### config.mk
export PLATFORM = sky130hd
export DESIGN_NAME = gpio_irq_unit
export DESIGN_NICKNAME = d
export VERILOG_FILES = /design/src/rtl/gpio_irq_pkg.sv /design/src/rtl/gpio_irq_cfg.sv /design/src/rtl/gpio_irq_detect.sv /design/src/rtl/gpio_irq_combine.sv /design/src/rtl/gpio_irq_unit.sv
export SDC_FILE = /design/constraint.sdc
export NUM_CORES = 1
export LEC_CHECK = 0
export BUFFER_PORTS_ARGS = -buffer_cell sky130_fd_sc_hd__buf_2
export CORE_MARGIN = 2
export CORE_UTILIZATION = 35
export DETAILED_ROUTE_END_ITERATION = 8
export REMOVE_ABC_BUFFERS = 1
export SKIP_CTS_REPAIR_TIMING = 1
export SYNTH_ARGS = -nofsm -noshare
export SYNTH_HDL_FRONTEND = slang
export SYNTH_SLANG_ARGS = --single-unit
### constraint.sdc
create_clock -name clk -period 1.12 [get_ports clk]
set_input_delay 0.112 -clock clk [delete_from_list [all_inputs] [get_ports clk]]
set_output_delay 0.112 -clock clk [all_outputs]
set_load 0.05 [all_outputs]
### src/rtl/gpio_irq_pkg.sv
package gpio_irq_pkg;
  localparam int unsigned REG_ADDR_W = 5;

  typedef enum logic [REG_ADDR_W-1:0] {
    OFF_ENABLE    = 5'h00,
    OFF_LEVEL_SEL = 5'h04,
    OFF_POLARITY  = 5'h08,
    OFF_DUAL_EDGE = 5'h0C,
    OFF_RAW       = 5'h10,
    OFF_MASKED    = 5'h14,
    OFF_CLEAR     = 5'h18
  } reg_off_e;

  localparam int unsigned NUM_CFG = 4;
endpackage

### src/rtl/gpio_irq_cfg.sv
module gpio_irq_cfg
  import gpio_irq_pkg::*;
#(
  parameter int unsigned PINS = 8
) (
  input  logic                  clk,
  input  logic                  rst_n,
  input  logic                  wr_en,
  input  logic [REG_ADDR_W-1:0] addr,
  input  logic [PINS-1:0]       wdata,
  output logic [PINS-1:0]       en_q,
  output logic [PINS-1:0]       lvl_q,
  output logic [PINS-1:0]       pol_q,
  output logic [PINS-1:0]       dual_q,
  output logic [PINS-1:0]       clr_vec
);
  localparam logic [NUM_CFG*REG_ADDR_W-1:0] CFG_OFFS =
    {OFF_DUAL_EDGE, OFF_POLARITY, OFF_LEVEL_SEL, OFF_ENABLE};

  logic [NUM_CFG-1:0][PINS-1:0] cfg_q;

  for (genvar g = 0; g < NUM_CFG; g++) begin : g_cfg
    always_ff @(posedge clk) begin
      if (!rst_n)
        cfg_q[g] <= '0;
      else if (wr_en && (addr == CFG_OFFS[g*REG_ADDR_W +: REG_ADDR_W]))
        cfg_q[g] <= wdata;
    end
  end

  assign en_q    = cfg_q[0];
  assign lvl_q   = cfg_q[1];
  assign pol_q   = cfg_q[2];
  assign dual_q  = cfg_q[3];
  assign clr_vec = (wr_en && (addr == OFF_CLEAR)) ? wdata : '0;
endmodule

### src/rtl/gpio_irq_detect.sv
module gpio_irq_detect #(
  parameter int unsigned PINS = 8
) (
  input  logic            clk,
  input  logic            rst_n,
  input  logic [PINS-1:0] pin_in,
  input  logic [PINS-1:0] lvl_q,
  input  logic [PINS-1:0] pol_q,
  input  logic [PINS-1:0] dual_q,
  input  logic [PINS-1:0] clr_vec,
  output logic [PINS-1:0] raw_stat,
  output logic [PINS-1:0] edge_stat
);
  for (genvar g = 0; g < PINS; g++) begin : g_pin
    logic prev_q;
    logic sticky_q;
    logic rise;
    logic fall;
    logic hit;
    logic lvl_active;

    always_ff @(posedge clk) begin
      if (!rst_n) prev_q <= 1'b0;
      else        prev_q <= pin_in[g];
    end

    assign rise = pin_in[g] & ~prev_q;
    assign fall = ~pin_in[g] & prev_q;

    always_comb begin
      if (lvl_q[g])       hit = 1'b0;
      else if (dual_q[g]) hit = rise | fall;
      else if (pol_q[g])  hit = rise;
      else                hit = fall;
    end

    // a fresh transition outranks a same-cycle clear
    always_ff @(posedge clk) begin
      if (!rst_n) sticky_q <= 1'b0;
      else        sticky_q <= (sticky_q & ~clr_vec[g]) | hit;
    end

    assign lvl_active   = pol_q[g] ? pin_in[g] : ~pin_in[g];
    assign raw_stat[g]  = lvl_q[g] ? lvl_active : sticky_q;
    assign edge_stat[g] = sticky_q;
  end
endmodule

### src/rtl/gpio_irq_combine.sv
module gpio_irq_combine #(
  parameter int unsigned PINS = 8
) (
  input  logic            clk,
  input  logic            rst_n,
  input  logic [PINS-1:0] raw_stat,
  input  logic [PINS-1:0] en_q,
  output logic [PINS-1:0] mask_stat,
  output logic            irq_q
);
  assign mask_stat = raw_stat & en_q;

  always_ff @(posedge clk) begin
    if (!rst_n) irq_q <= 1'b0;
    else        irq_q <= |mask_stat;
  end
endmodule

### src/rtl/gpio_irq_unit.sv
module gpio_irq_unit
  import gpio_irq_pkg::*;
#(
  parameter int unsigned PINS = 8
) (
  input  logic                  clk,
  input  logic                  rst_n,
  input  logic [PINS-1:0]       pin_in,
  input  logic                  reg_wr_en,
  input  logic [REG_ADDR_W-1:0] reg_addr,
  input  logic [PINS-1:0]       reg_wdata,
  output logic [PINS-1:0]       reg_rdata,
  output logic                  irq_out
);
  logic [PINS-1:0] en_q, lvl_q, pol_q, dual_q, clr_vec;
  logic [PINS-1:0] raw_stat, edge_stat, mask_stat;

  gpio_irq_cfg #(.PINS(PINS)) u_cfg (
    .clk(clk), .rst_n(rst_n), .wr_en(reg_wr_en), .addr(reg_addr),
    .wdata(reg_wdata), .en_q(en_q), .lvl_q(lvl_q), .pol_q(pol_q),
    .dual_q(dual_q), .clr_vec(clr_vec)
  );

  gpio_irq_detect #(.PINS(PINS)) u_det (
    .clk(clk), .rst_n(rst_n), .pin_in(pin_in), .lvl_q(lvl_q),
    .pol_q(pol_q), .dual_q(dual_q), .clr_vec(clr_vec),
    .raw_stat(raw_stat), .edge_stat(edge_stat)
  );

  gpio_irq_combine #(.PINS(PINS)) u_cmb (
    .clk(clk), .rst_n(rst_n), .raw_stat(raw_stat), .en_q(en_q),
    .mask_stat(mask_stat), .irq_q(irq_out)
  );

  always_comb begin
    case (reg_addr)
      OFF_ENABLE:    reg_rdata = en_q;
      OFF_LEVEL_SEL: reg_rdata = lvl_q;
      OFF_POLARITY:  reg_rdata = pol_q;
      OFF_DUAL_EDGE: reg_rdata = dual_q;
      OFF_RAW:       reg_rdata = raw_stat;
      OFF_MASKED:    reg_rdata = mask_stat;
      default:       reg_rdata = '0;
    endcase
  end
endmodule

# After elaboration in Yosys (flattened, before gate mapping)
# Index checks and enable logic that the tools add are counted.
# word_totals
elab_cells	141
register_bits	49
output_inout_bits	9
# op_classes
n_bitwise	65
mux	42
reduce_logical	7
eq_ne	6
# ops
operator	count
$pmux W8 S6	1
$mux W1	40
$and A1 B1 Y1	24
$not A1 Y1	24
$or A1 B1 Y1	16
$eq A5 B5 Y1 const B	3
$eq A5 B4 Y1 const B	2
$and A8 B8 Y8	1
$mux W8	1
$reduce_or A8 Y1	1
$eq A5 B3 Y1 const B	1
$logic_and A1 B1 Y1	5
$logic_not A5 Y1	1

# Longest topological paths before layout
# Gate-level depths: netlist (run 1).
# depth
ltp_word	6
depth_mapped	6

# Hierarchy
# A second synthesis (run 1) with hierarchy kept.
# hier_totals
cells_unflattened	321
area_unflattened_um2	2992.9
# by_module_without_submodules
mod	seq_area_each_um2	area_each_um2	cells_each	n_inst
gpio_irq_cfg	640.6	1278.7	127	1
gpio_irq_detect	320.3	1169.9	130	1
gpio_irq_unit	0.0	446.7	52	1
gpio_irq_combine	20.0	97.6	12	1

# Worst setup path after synthesis (run 1)
# OpenSTA, ideal clock, no wires.
# synth_timing
kind	input port to output port
start	input reg_addr[1]
end	output reg_rdata[0]
path_buffers	0
t_required_ns	1.008
path_slack_ns	-0.661
path_stages	4
arrival_ns	1.669
path_cell_list	or3b_4 -> nor3b_4 -> a21oi_1 -> o21ai_1
# synth_between
elab_chain_cells	2
word_cells_on_any_way	7
cone_classes	eq/ne (5); mux (1); reduce/logical (1)
# synth_rtl
item	line_no	rtl
start: declaration	gpio_irq_unit.sv:10	input logic [REG_ADDR_W-1:0] reg_addr,
$eq A5 B5 Y1, or another cell as far along	gpio_irq_unit.sv:36	case (reg_addr)
$pmux W8 S6 (*)	gpio_irq_unit.sv:36	
end: declaration	gpio_irq_unit.sv:12	output logic [PINS-1:0] reg_rdata,
# Mark *: on every way between the ends. The rest lies on a longest branch, timed or not.

# Final worst setup path (run 1)
# layout_timing
start	input reg_addr[0]
end	output reg_rdata[2]
# The elaborated chain is that of the path after synthesis.

==> impl_metrics.csv, run 1 <==
group,metric,value,unit
run_status,status,"finished, violations left",
run_status,violations,"negative setup slack",
yosys,yosysUniqueCellTypes,31,
yosys,synth-seq-area-share,35.85,%
global_route,grt_pass1_vias,2514,
placed_design,place.gp.congestion,0.8257,
layout,nets,445,
floorplan,start_util,35.78,%
yosys,ys_ff_latch,49,
worst_setup_path,worstSetupStartpoint,"reg_addr[0]",
route,wl_met2,3.704,mm
global_route,grt_max_degree,31,
sta,whs,0.08532,ns
cts,clock_path_buffers,2,
yosys,synth_top_area_share,35.85,%
cts,clock_latency,0.30,ns
sta,skew,0.008925,ns
worst_setup_path,worst_setup_path_start_kind,"input port",
yosys,netlist_area,0.002736,mm^2
cts,cts_sinks,49,
yosys,synthCells,302,
layout,layout-drive-gt1-share,51.48,%
global_route,track_usage,17.31,%
power_and_ir_drop,peakVddDrop,555.9,uV
global_route,grt_pass1_wl,11.83,mm
route,routed.top_layer,"met4",
sta,setup_viol,9,
route,routed-wl-met3,233,um
worst_setup_path,path_class,"input port to output pin",
power_and_ir_drop,p_total,3.484,mW
sta,fin_crit,1.566,ns
layout,stdcell_count,508,
floorplan,core-area,0.007647,mm^2
floorplan,io_pins,33,
yosys,postSynthAreaPerCell,9.061,um^2
cts,clkTransAtPathRegs,0.09,ns
worst_setup_path,regToRegStartpoint,"u_cfg.pol_q[0]",
route,ant_nets,0,
power_and_ir_drop,seqPwrFrac,52.1,%
route,wl_met1,3.245,mm
sta,rsz0062_at_grt,"yes",
power_and_ir_drop,p_sw,0.8857,mW
power_and_ir_drop,p_per_area,842.1,mW/mm^2
sta,tightest_slew,0.2620,ns
placed_design,port_buffers,32,
floorplan,die_w,92.42,um
sta,tns,-3.391,ns
placed_design,dpl.cell_count,499,
job,maxCapViolCount,0,
sta,finalCritPeriodShare,139.8,%
route,wl_per_cell,14.51,um
route,drc_errors,0,
power_and_ir_drop,leakagePower,1.874,nW
yosys,yosysTopAreaCell,"dfxtp_1",
cts,h-tree-depth,2,
worst_setup_path,cp_max_fo,5,
global_route,grt_overflow,0,
route,via_count,2535,
floorplan,die_area,0.008541,mm^2
route,drtIter0Drc,144,
sta,max-slew-margin-rel,82.35,%
layout,area_growth,51.21,%
hold_path,min_from,"pin_in[7]",
sta,maxSlewViolCount,0,
hold_path,hold_path.class,"input port to register",
power_and_ir_drop,swShare,25.42,%
worst_setup_path,cp.arrival,1.45,ns
sta,hold_violations,0,
power_and_ir_drop,intPower,2.599,mW
floorplan,fp.dieH,92.42,um
power_and_ir_drop,clock_power_share,32.9,%
placed_design,pre_cts_slack,-0.5381,ns
route,viasPerCell,4.990,
worst_setup_path,end_kind,"output pin",
power_and_ir_drop,combPwrFrac,15.1,%
yosys,synthTopCellsByArea,"dfxtp_1, mux2i_1, ha_1",
worst_setup_path,critPathRequiredTime,1.01,ns
sta,fmax,638.6,MHz
placed_design,dpl.hpwl,5.465,mm
yosys,yosysWarnings,0,
global_route,antenna_found_initial,0,
cts,cts_buffers,5,
cts,cts_tree,"done",
layout,antenna_cells,0,
route,first_pass_iters,4,
route,drt-total-wl,7.373,mm
floorplan,rows,32,
cts,clockRootBuffer,"clkbuf_8",
sta,layout_setup_ws,-0.4459,ns
==> synthesized netlist by cell type, drive strengths merged <==
cell / count
ha: 16
a41oi: 1
nand4b: 1
nand4: 1
mux2i: 35
a211oi: 8
o22ai: 3
clkbuf: 5
nor3: 3
a211o: 8
nand3: 3
or3b: 1
dfxtp: 49
buf: 5
mux4: 8
nor2: 43
nor3b: 1
nor2b: 9
o21ai: 24
and4: 1
xnor2: 3
xor2: 5
a21oi: 16
inv: 25
nand3b: 3
nand2: 23
a311oi: 2
==> per-stage QoR <==
| step | util [%] | area, um^2 |
|---|---|---|
| 2_1_floorplan | - | 2683 |
| 3_3_place_gp | 46.66 | 3568 |
| 3_5_place_dp | 46.66 | 3568 |
| 4_1_cts | 47.99 | 3670 |
| 5_1_grt | 54.11 | 4138 |
| 6_report | 54.11 | 4138 |
==> critical path, cell delays in order <==
cell and delay, ns:
buf_6 0.09, or3b_4 0.42, nor3b_4 0.24, buf_6 0.17
a21oi_1 0.07, o21ai_1 0.16, buf_6 0.18
==> sequential cells by signal, summed over array words and instances (netlist names) <==
signal,cells
u_cfg.en_q,8
u_cfg.dual_q,8
u_det.g_pin.sticky_q,8
u_cmb.irq_q,1
u_cfg.pol_q,8
u_cfg.lvl_q,8
u_det.g_pin.prev_q,8
==> power by group through the flow <==
| stage | combinational (mW) | clock, mW | sequential (mW) |
|---|---|---|---|
| 5_1_grt | 0.576 | 1.24 | 1.82 |
| 3_3_place_gp | 0.435 | 0 | 1.85 |
| 6_report | 0.526 | 1.14 | 1.81 |
| 3_5_place_dp | 0.445 | 0 | 1.85 |
| 4_1_cts | 0.448 | 1.17 | 1.81 |
| 2_1_floorplan | 0.195 | 0 | 1.85 |
==> layer usage <==
| layer | global-route usage [%] | vias up |
|---|---|---|
| met2 | 29.93 | 52 |
| met1 | 22.28 | 1214 |
| li1 | - | 1255 |
| met5 | 0 | - |
| met4 | 5.473 | 0 |
| met3 | 2.441 | 14 |
==> cell usage in the layout (no fill, tap or decap), types with 2 or more instances in the layout <==
master,netlist,routed
buf_4,4,60
nor2_1,43,42
mux2i_1,35,34
dfxtp_1,49,26
inv_1,25,25
dfxtp_2,0,22
buf_6,0,21
nand2_1,23,20
buf_2,1,20
a21oi_2,0,12
o21ai_0,16,10
ha_1,16,10
mux4_2,8,8
a211oi_2,0,8
a211o_1,8,8
o21ai_2,0,7
o21ai_1,8,7
nor2b_2,0,7
clkbuf_8,0,7
a21oi_1,16,4
buf_12,0,4
xor2_2,0,3
nand2_2,0,3
o22ai_1,3,3
nand3b_1,3,3
ha_4,0,3
ha_2,0,3
nor3_4,1,2
xnor2_2,0,2
nand3_4,0,2
nor2b_4,0,2
a311oi_2,0,2
==> cell type report <==
class                           count  area (um^2)
Timing Repair Buffer              106        882.1
Multi-Input combinational cell    218         1921
Inverter                           25        93.84
Clock buffer                        7        96.34
Sequential cell                    49         1012
Clock inverter                      1        5.005
Fill cell                         686         3510
Tap cell                          102        127.6
==> cells by family (layout without fill, tap and decap cells) <==
group | Yosys count | in the layout | synth area share (%)
and+or+nand+nor | 89 | 89 | 15.77
AOI/OAI and AO/OA | 62 | 62 | 13.72
DFF | 49 | 49 | 35.85
muxes | 43 | 43 | 19.39
buffers and inverters | 35 | 139 | 5.395
adders and majority gates | 16 | 16 | 7.316
xor gates and xnor gates | 8 | 8 | 2.561
==> worst paths after layout <==
check	cells after the start	end	slack, ns
min	3	u_det.g_pin[7].prev_q	0.09
max reg2reg	4	u_cmb.irq_q	-0.10
max	7	reg_rdata[2]	-0.45
min reg2reg	2	u_det.g_pin[6].sticky_q	0.51
(Power assumes the default switching activity.)
==> run 2, diff against run 1 <==
Settings changed: PLACE_DENSITY set to 0.65.
==> impl_metrics.csv, run 2 (same netlist as run 1, synthesis figures left out) <==
group,metric,value,unit
run_status,status,"finished, violations left",
run_status,violations,"negative setup slack",
placed_design,place.gp.congestion,0.8509,
layout,area_growth,45.04,%
global_route,grt_overflow,0,
worst_setup_path,cp.arrival,1.46,ns
sta,hold_violations,0,
power_and_ir_drop,p_per_area,912.1,mW/mm^2
route,ant_nets,0,
layout,utilization,51.90,%
floorplan,start_util,35.78,%
job,maxCapViolCount,0,
power_and_ir_drop,intPower,2.737,mW
worst_setup_path,end_kind,"output pin",
sta,max-slew-margin-rel,80.98,%
cts,cts_sinks,49,
global_route,grt_pass1_vias,2307,
sta,tightest_slew,0.2834,ns
power_and_ir_drop,swShare,24.39,%
worst_setup_path,worst_path_max_delay_cell,"or3b_4",
worst_setup_path,cp_max_fo,5,
placed_design,dpl.hpwl,5.064,mm
hold_path,hold_path.class,"input port to register",
layout,layout_commonest_cell,"buf_4",
power_and_ir_drop,p_sw,0.8830,mW
global_route,grt_max_degree,50,
worst_setup_path,path_buf_inv,3,
floorplan,io_pins,33,
route,via_count,2475,
worst_setup_path,path_class,"input port to output pin",
route,wl_per_cell,14.40,um
worst_setup_path,crit_family,"simple AND/OR/NAND/NOR gates",
sta,skew,0.009552,ns
layout,antenna_cells,0,
route,drc_errors,0,
layout,layout-drive-gt1-share,45.55,%
sta,maxSlewViolCount,0,
worst_setup_path,crit_path_cell_trace,"buf_6 -> or3b_4 -> nor3b_4 -> buf_6 -> a21oi_1 -> o21ai_1 -> buf_6",
global_route,antenna_found_initial,0,
power_and_ir_drop,seqPwrFrac,49.9,%
layout,nets,432,
floorplan,die_w,92.42,um
route,first_pass_iters,4,
power_and_ir_drop,clock_power_share,36.5,%
global_route,track_usage,16.34,%
global_route,grt_pass1_wl,11.07,mm
sta,fmax,635.5,MHz
placed_design,pre_cts_slack,-0.5683,ns
layout,layout_common_cells,"buf_4, nor2_1, mux2i_1",
floorplan,core-area,0.007647,mm^2
sta,fin_crit,1.573,ns
power_and_ir_drop,peakVddDrop,526.3,uV
worst_setup_path,critPathRequiredTime,1.01,ns
cts,cts_buffers,5,
worst_setup_path,crit_top_cell,"buf_6",
cts,h-tree-depth,2,
power_and_ir_drop,combPwrFrac,13.6,%
cts,clock_path_buffers,2,
sta,finalCritPeriodShare,140.5,%
floorplan,rows,32,
sta,setup_viol,11,
placed_design,port_buffers,32,
cts,clkTransAtPathRegs,0.09,ns
worst_setup_path,worst_setup_path_start_kind,"input port",
route,drtIter0Drc,157,
cts,cts_tree,"done",
worst_setup_path,critPathMaxStageDelay,0.43,ns
power_and_ir_drop,leakagePower,1.790,nW
cts,clockRootBuffer,"clkbuf_8",
sta,rsz0062_at_grt,"yes",
placed_design,place_area,0.003438,mm^2
route,drt-total-wl,7.127,mm
route,viasPerCell,5.000,
sta,layout_setup_ws,-0.4535,ns
layout,postLayoutCellArea,0.003969,mm^2
floorplan,fp.dieH,92.42,um
cts,clock_latency,0.30,ns
floorplan,die_area,0.008541,mm^2
[run 2: changes by cell type in the layout (fill, tap and decap cells not counted), sizes merged]
cell	change
buf	-13
clkinv	-1
bufinv	+1
[run 2: final timing paths]
check / startpoint / endpoint / slack [ns] / cells past startpoint
worst min-delay path: pin_in[1] / u_det.g_pin[1].prev_q / 0.08 / 3
worst max-delay path: reg_addr[0] / reg_rdata[2] / -0.45 / 7
worst max register to register: u_cfg.pol_q[4] / u_cmb.irq_q / -0.12 / 4
worst min register to register: u_det.g_pin[1].sticky_q / u_det.g_pin[1].sticky_q / 0.50 / 2
[run 2: final cells by class]
cell class / instances / area [um^2]
multi-input cells: 218 / 1849
fillers: 700 / 3679
clock inverters: 1 / 30.03
repair buffers: 93 / 772.0
clock buffers: 7 / 86.33
inverters: 25 / 93.84
well taps: 102 / 127.6
flip-flops and latches: 49 / 1010
[run 2: metal layers]
layer / track usage (%) / vias up / share of wire [%]
met5: 0 / - / 0
met3: 3.499 / 13 / 3.2
met2: 26.46 / 35 / 47
li1: - / 1228 / -
met4: 4.975 / 0 / 1.7
met1: 21.84 / 1199 / 48
[run 2: tightest hold or removal path: cells and delay by family]
kind / cells / cell delay [ns]
buf+inv: 2 / 0.19
simple gates: 1 / 0.05
[run 2: power groups by stage]
stage / registers, mW / logic (mW) / clock network, mW
CTS: 1.81 / 0.418 / 1.35
floorplan: 1.85 / 0.195 / 0
global route: 1.81 / 0.542 / 1.43
global placement: 1.85 / 0.405 / 0
detailed placement: 1.85 / 0.417 / 0
finish: 1.81 / 0.491 / 1.32
[run 2: stage by stage]
step	total power, mW	hold WS, ns	instances	TNS, ns
4_1_cts	3.578	0.07245	493	-4.682
6_report	3.620	0.07782	495	-3.507
2_1_floorplan	2.041	0.2524	292	-25.79
5_1_grt	3.780	0.08678	495	-4.664
3_5_place_dp	2.265	0.4045	485	-16.01
3_3_place_gp	2.251	0.3951	485	-15.21
==> run 3, diff against run 2 <==
==> constraint.sdc (replaced) <==
create_clock -name clk -period 1.12 [get_ports clk]
set_input_delay 0.112 -clock clk [delete_from_list [all_inputs] [get_ports clk]]
set_output_delay 0.112 -clock clk [all_outputs]
set_load 0.1 [all_outputs]
==> impl_metrics.csv, run 3 (same netlist as run 1, synthesis figures left out) <==
group,metric,value,unit
run_status,status,"finished, violations left",
run_status,violations,"negative setup slack",
worst_setup_path,worst_path_max_delay_cell,"or3b_4",
sta,fin_crit,1.619,ns
route,drtIter0Drc,156,
power_and_ir_drop,combPwrFrac,14.8,%
job,maxCapViolCount,0,
hold_path,min_from,"rst_n",
sta,tightest_slew,0.2868,ns
route,ant_nets,0,
route,drc_errors,0,
sta,maxSlewViolCount,0,
worst_setup_path,reg2reg_slack,-0.17,ns
global_route,grt_pass1_vias,2375,
power_and_ir_drop,p_per_area,838.7,mW/mm^2
sta,skew,0.005095,ns
worst_setup_path,critPathMaxStageDelay,0.42,ns
placed_design,pre_cts_slack,-0.5872,ns
global_route,antenna_found_initial,0,
sta,hold_violations,0,
worst_setup_path,worst_setup_path_start_kind,"input port",
sta,layout_setup_ws,-0.4994,ns
worst_setup_path,cp.arrival,1.51,ns
global_route,grt_max_degree,49,
layout,area_growth,46.87,%
worst_setup_path,cp_max_fo,5,
power_and_ir_drop,seqPwrFrac,53.6,%
route,wl_per_cell,14.90,um
floorplan,fp.dieH,92.42,um
layout,layout_common_cells,"buf_4, nor2_1, mux2i_1",
floorplan,rows,32,
cts,clock_path_buffers,2,
floorplan,die_area,0.008541,mm^2
global_route,grt_overflow,0,
sta,setup_viol,13,
layout,layout-drive-gt1-share,45.43,%
cts,clkTransAtPathRegs,0.09,ns
floorplan,core-area,0.007647,mm^2
power_and_ir_drop,leakagePower,1.808,nW
floorplan,io_pins,33,
cts,clock_latency,0.30,ns
sta,rsz0062_at_grt,"yes",
layout,postLayoutCellArea,0.004019,mm^2
cts,h-tree-depth,2,
cts,clockRootBuffer,"clkbuf_8",
route,via_count,2478,
sta,whs,0.04754,ns
hold_path,hold_end,"u_det.g_pin[0].prev_q",
power_and_ir_drop,swShare,25.82,%
power_and_ir_drop,intPower,2.500,mW
layout,layout_commonest_cell,"buf_4",
worst_setup_path,rr_endpoint,"u_cmb.irq_q",
sta,finalCritPeriodShare,144.6,%
worst_setup_path,crit_family,"simple AND/OR/NAND/NOR gates",
hold_path,hold_path.class,"input port to register",
cts,cts_buffers,5,
worst_setup_path,regToRegStartpoint,"u_cfg.en_q[3]",
cts,cts_sinks,49,
placed_design,place.gp.congestion,0.8490,
sta,max-slew-margin-rel,80.68,%
layout,utilization,52.55,%
power_and_ir_drop,peakVddDrop,442.6,uV
floorplan,start_util,35.78,%
floorplan,die_w,92.42,um
worst_setup_path,crit_top_cell,"buf_6",
cts,cts_tree,"done",
hold_path,holdPathStages,3,
worst_setup_path,end_kind,"output pin",
placed_design,place_area,0.003598,mm^2
layout,antenna_cells,0,
global_route,grt_pass1_wl,11.57,mm
placed_design,port_buffers,32,
global_route,track_usage,17.24,%
placed_design,dpl.hpwl,5.286,mm
worst_setup_path,critPathRequiredTime,1.01,ns
worst_setup_path,crit_path_cell_trace,"buf_6 -> or3b_4 -> nor3b_4 -> buf_6 -> a21oi_2 -> o21ai_2 -> buf_12",
worst_setup_path,path_buf_inv,3,
sta,fmax,617.5,MHz
worst_setup_path,path_class,"input port to output pin",
layout,nets,434,
power_and_ir_drop,p_sw,0.8705,mW
worst_setup_path,reg2reg_depth,5,
route,first_pass_iters,4,
route,viasPerCell,4.996,
sta,tns,-3.908,ns
power_and_ir_drop,clock_power_share,31.6,%
route,drt-total-wl,7.392,mm
## run 3: cell count changes in the layout (fill, tap and decap cells not counted), sizes merged
cell / before / now
buf: 93 / 95
bufinv: 1 / 0
## run 3: cell type report
class,instances,area (um^2)
fill,706,3628
multi-input combinational,218,1873
sequential,49,1008
timing repair buffer,95,829.5
tap,102,127.6
inverter,25,93.84
clock buffer,7,86.33
## run 3: worst max path at each step
stage,startpoint,end,slack [ns],cells past startpoint
6_report,reg_addr[0],reg_rdata[7],-0.50,7
5_1_grt,reg_addr[0],reg_rdata[7],-0.54,7
4_1_cts,reg_addr[1],reg_rdata[3],-0.60,7
3_5_place_dp,reg_addr[1],reg_rdata[1],-0.59,7
3_3_place_gp,reg_addr[1],reg_rdata[3],-0.56,7
2_1_floorplan,reg_addr[1],reg_rdata[0],-1.30,4
## run 3: metal layers
| layer | GRT usage, % | vias up | routed length [um] |
|---|---|---|---|
| met5 | 0 | - | 0 |
| met4 | 6.095 | 0 | 102 |
| met3 | 3.580 | 8 | 235 |
| met2 | 27.98 | 40 | 3560 |
| met1 | 22.72 | 1199 | 3494 |
| li1 | - | 1231 | - |
## run 3: per-stage QoR
| step | std cells | power, mW |
|---|---|---|
| floorplan | 292 | 2.048 |
| global route | 496 | 3.527 |
| global placement | 490 | 2.264 |
| finish | 496 | 3.371 |
| detailed placement | 490 | 2.280 |
| CTS | 497 | 3.338 |
## run 3: power groups by stage
stage / logic [mW] / registers, mW / clock network, mW
3_3_place_gp: 0.418 / 1.85 / 0
3_5_place_dp: 0.431 / 1.85 / 0
6_report: 0.499 / 1.81 / 1.06
4_1_cts: 0.433 / 1.81 / 1.10
5_1_grt: 0.548 / 1.81 / 1.17
2_1_floorplan: 0.201 / 1.85 / 0
## run 3: worst min-delay path: stages
cell,delay (ns)
buf_2,0.07
inv_1,0.06
nor2_1,0.08
